### src/rtl/vsd_pkg.sv
package vsd_pkg;
  // Default geometry of the zero-run detector
  localparam int unsigned VSD_SAMPLE_W = 8;
  localparam int unsigned VSD_LO_W     = 4;
  localparam int unsigned VSD_HI_W     = 3;
  localparam int unsigned VSD_CNT_W    = VSD_LO_W + VSD_HI_W;
endpackage

### src/rtl/vsd_zero_qual.sv
module vsd_zero_qual #(
  parameter int unsigned SAMPLE_W = vsd_pkg::VSD_SAMPLE_W
) (
  input  logic [SAMPLE_W-1:0] sample_i,
  output logic                is_zero_o
);
  // Sync tip is clamped to code zero; any set bit means active video
  always_comb is_zero_o = ~|sample_i;
endmodule

### src/rtl/vsd_lo_stage.sv
module vsd_lo_stage #(
  parameter int unsigned LO_W = vsd_pkg::VSD_LO_W
) (
  input  logic            clk,
  input  logic            rst,
  input  logic            clr,
  output logic [LO_W-1:0] cnt_q,
  output logic            carry_q
);
  // Value one below the stage top: carry is loaded here so it is
  // already valid while the stage holds its top value.
  localparam logic [LO_W-1:0] PRE_TOP = {{(LO_W-1){1'b1}}, 1'b0};

  always_ff @(posedge clk) begin
    if (rst || clr) begin
      cnt_q   <= '0;
      carry_q <= 1'b0;
    end else begin
      cnt_q   <= cnt_q + 1'b1;
      carry_q <= (cnt_q == PRE_TOP);
    end
  end
endmodule

### src/rtl/vsd_hi_stage.sv
module vsd_hi_stage #(
  parameter int unsigned HI_W = vsd_pkg::VSD_HI_W
) (
  input  logic            clk,
  input  logic            rst,
  input  logic            clr,
  input  logic            step,
  output logic [HI_W-1:0] cnt_q
);
  always_ff @(posedge clk) begin
    if (rst || clr) begin
      cnt_q <= '0;
    end else if (step) begin
      cnt_q <= cnt_q + 1'b1;
    end
  end
endmodule

### src/rtl/vsync_zero_run_detect.sv
module vsync_zero_run_detect #(
  parameter int unsigned SAMPLE_W = vsd_pkg::VSD_SAMPLE_W,
  parameter int unsigned LO_W     = vsd_pkg::VSD_LO_W,
  parameter int unsigned HI_W     = vsd_pkg::VSD_HI_W
) (
  input  logic                clk,
  input  logic                rst,
  input  logic [SAMPLE_W-1:0] sample_i,
  output logic                vsync_o
);
  localparam int unsigned CNT_W = LO_W + HI_W;

  logic            is_zero;
  logic            clr;
  logic [LO_W-1:0] lo_q;
  logic [HI_W-1:0] hi_q;
  logic            carry_q;
  logic [CNT_W-1:0] run_len;

  vsd_zero_qual #(.SAMPLE_W(SAMPLE_W)) u_zero (
    .sample_i (sample_i),
    .is_zero_o(is_zero)
  );

  assign clr = ~is_zero;

  vsd_lo_stage #(.LO_W(LO_W)) u_lo (
    .clk    (clk),
    .rst    (rst),
    .clr    (clr),
    .cnt_q  (lo_q),
    .carry_q(carry_q)
  );

  vsd_hi_stage #(.HI_W(HI_W)) u_hi (
    .clk  (clk),
    .rst  (rst),
    .clr  (clr),
    .step (carry_q),
    .cnt_q(hi_q)
  );

  // Flag decodes registered state only: all-ones run length
  assign run_len = {hi_q, lo_q};
  assign vsync_o = &run_len;
endmodule

### config.mk
export PLATFORM = sky130hd
export DESIGN_NAME = vsync_zero_run_detect
export DESIGN_NICKNAME = d
export VERILOG_FILES = /design/src/rtl/vsd_pkg.sv /design/src/rtl/vsd_zero_qual.sv /design/src/rtl/vsd_lo_stage.sv /design/src/rtl/vsd_hi_stage.sv /design/src/rtl/vsync_zero_run_detect.sv
export SDC_FILE = /design/constraint.sdc
export NUM_CORES = 1
export LEC_CHECK = 0
export BUFFER_PORTS_ARGS = -buffer_cell sky130_fd_sc_hd__buf_2
export CORE_AREA = 5 5 42 44
export DETAILED_ROUTE_END_ITERATION = 8
export DIE_AREA = 0 0 47 49
export MAX_ROUTING_LAYER = met4
export PLACE_DENSITY_LB_ADDON = 0.15
export SYNTH_ARGS = -nofsm -noshare
export SYNTH_HDL_FRONTEND = slang
export SYNTH_SLANG_ARGS = --single-unit
### constraint.sdc
create_clock -name clk -period 1.65 [get_ports clk]
set_input_delay 0.0825 -clock clk [delete_from_list [all_inputs] [get_ports clk]]
set_output_delay 0.0825 -clock clk [all_outputs]
set_load 0.01 [all_outputs]
==> impl_metrics.py <==
metrics = {
    "worst_setup_path": {
        "slowest_delay_ns": 0.32,
        "critical-path-top-delay-family": "adder cells",
        "required_ns": 1.57,
        "slowest_stage": "dfxtp_1",
        "path_class": "reg2out",
        "path_cells": "ha_1 > ha_1 > and4_1 > buf_2",
        "cp_num_buf_inv": 1,
        "cp-end-kind": "output port",
        "critPathArrivalTime_ns": 1.30,
        "crit_top_cell": "ha_1",
        "start_kind": "flop",
        "crit_path_max_fanout": 2,
    },
    "layout": {
        "nets": 62,
        "final_cells": 62,
        "fill_cells": 158,
        "insertedDiodeCount": 0,
        "post-route-util_pct": 30.89,
        "final_layout_size_suffix_gt1_share_pct": 32.61,
        "syn2layout_area_growth_pct": 27.21,
    },
    "route": {
        "wl_per_cell_um": 10.63,
        "drtAntennaViolNets": 0,
        "dr_wl_met3_um": 71,
        "highest_layer": "met3",
        "viasPerCell": 4.484,
        "drcViolationCount": 0,
        "drt-initial-drc-count": 0,
        "met2_length_um": 333,
        "num_vias": 278,
        "m1WireLength_um": 254,
        "drt-pass1-iter-count": 1,
        "routed_wl_um": 659,
    },
    "global_routing": {
        "grt_remaining_overflow": 0,
        "grt_pass1_wl_um": 1138,
        "grt_max_degree": 9,
        "track_usage_pct": 7.236,
        "grt_pass1_vias": 312,
        "antenna_found_initial": 0,
    },
    "power_and_ir_drop": {
        "p_per_area_nw_per_um2": 815.7,
        "p_leak_uw": 0.0001798,
        "vdd_drop_max_v": 0.0005138,
    },
    "floorplanning": {
        "die_area_um2": 2303,
        "pin_count": 11,
        "core_um2": 1401,
        "initial_core_util_pct": 24.29,
        "die_w_um": 47,
        "rows": 14,
        "fp.dieH_um": 49,
    },
    "cts": {
        "cts_buffers": 3,
        "path_clk_slew_ns": 0.05,
        "cts_tree": "built",
        "cts-root-buf": "clkbuf_4",
        "cts.sinks": 8,
        "cts_buffer_depth": 2,
        "ctsResizeCount": 0,
        "cts_hold_buf": 0,
        "insertion_delay_ns": 0.25,
        "cts_max_level": 1,
        "post_cts_buffers": 0,
    },
    "yosys": {
        "syn_area_um2": 340.3,
        "synth_warnings": 0,
        "yosysUniqueCellTypes": 12,
        "synth_compound_area_share_pct": 0,
        "yosys.area_share.simple_pct": 23.53,
        "synthAdderAreaFrac_pct": 14.71,
        "syn_nets": 47,
        "synth.area.mux_share_pct": 5.882,
        "synth.avg_cell_area_um2": 10.31,
        "synth_seq_area_share_pct": 47.06,
        "synth_top_family_by_area": "simple AND/OR/NAND/NOR gates",
        "ys_ff_latch": 8,
        "synth_xor_area_share_pct": 7.721,
        "syn_inst": 33,
    },
    "place": {
        "dpl.cell_count": 59,
        "gp_congestion": 0.6350,
        "hpwl_um": 555.5,
        "portBuffers": 10,
    },
    "timing": {
        "min_period_ns": 1.379,
        "rsz0062_at_grt": "no",
        "setup_viol": 0,
        "skew_ns": 0.001021,
        "slew_headroom_pct": 83.06,
        "fmax_ghz": 0.7249,
        "fin_crit_sh_pct": 83.61,
        "finalHoldViolCount": 0,
        "tightest_slew_ns": 0.2520,
        "tns_ns": 0,
        "drv_slew": 0,
    },
    "worst_hold_path": {
        "hold_class": "in2reg",
    },
    "flow_run": {
        "cap_violations": 0,
    },
    "run_status": {
        "outcome": "finished, final reports clean",
    },
}
## cell families after synthesis
group / count (synthesis)
and+or+nand+nor: 15
DFF: 8
adders and majority gates: 4
xor gates and xnor gates: 3
muxes: 2
buffers and inverters: 1
## final cells by class
class / count / area (µm²) / area share, %
clock buffers: 3 / 22.52 / 5.202
inverters: 1 / 3.754 / 0.8671
multi-input cells: 24 / 176.4 / 40.75
flip-flops and latches: 8 / 160.2 / 36.99
well taps: 16 / 20.02 / 4.624
repair buffers: 10 / 50.05 / 11.56
## cells in the mapped netlist
library cell | instances | area share [%]
nor2_1 | 9 | 9.9
dfxtp_1 | 8 | 47
ha_1 | 4 | 15
mux2i_1 | 2 | 5.9
nand3_1 | 2 | 2.9
xnor2_1 | 2 | 5.1
and4_1 | 1 | 2.6
inv_1 | 1 | 1.1
nand3_2 | 1 | 2.9
nor3_1 | 1 | 1.5
nor4_2 | 1 | 3.7
xor2_1 | 1 | 2.6
## sequential cells by signal (all words and copies together), names as in the netlist
register,cells
u_lo.carry_q,1
u_lo.cnt_q,4
u_hi.cnt_q,3
## layout by cell type, fill, tap and decap left out, drive strengths merged
cell type  synthesis  routed
dfxtp              8       8
nor2               9       9
clkbuf             0       3
ha                 4       4
nand3              3       3
nor4               1       1
mux2i              2       2
xnor2              2       2
and4               1       1
nor3               1       1
buf                0      10
xor2               1       1
inv                1       1
## path summary, 6_finish.rpt
check / startpoint / cells after the start / end / slack (ns)
setup / recovery: u_hi.cnt_q[0] / 4 / vsync_o / 0.27
hold / removal: rst / 4 / u_lo.cnt_q[1] / 0.17
setup reg to reg: u_hi.cnt_q[0] / 4 / u_hi.cnt_q[2] / 0.56
hold reg to reg: u_lo.cnt_q[0] / 1 / u_lo.cnt_q[0] / 0.46
## per-stage QoR
step	worst slack, ns	hold slack, ns	area, µm²	total power [µW]
after detailed placement	0.5268	0.4366	410.4	211.5
after global placement	0.5943	0.4364	410.4	210.7
final	0.2705	0.1720	432.9	353.1
after floorplan	0.6266	0.3054	340.3	200.0
after CTS	0.2499	0.1736	432.9	356.0
after global routing	0.2155	0.1830	432.9	372.9
## worst register-to-register path, stage by stage (launching register included)
cell and delay, ns:
dfxtp_1 0.32, ha_1 0.20, ha_1 0.27, mux2i_1 0.14
nor2_1 0.05
## where the power goes
group	internal (µW)	leakage [µW]	switching, µW
Sequential	193	0.0000644	0.0416
Combinational	8.74	0.000102	5.02
Clock	83.0	0.0000138	62.9
## layer usage
metal | global-route usage, % | vias to the layer above
li1 | - | 138
met1 | 7.080 | 126
met2 | 11.31 | 14
met3 | 6.642 | 0
met4 | 0 | 0
met5 | - | -
Power figures use the tool's default switching activity.
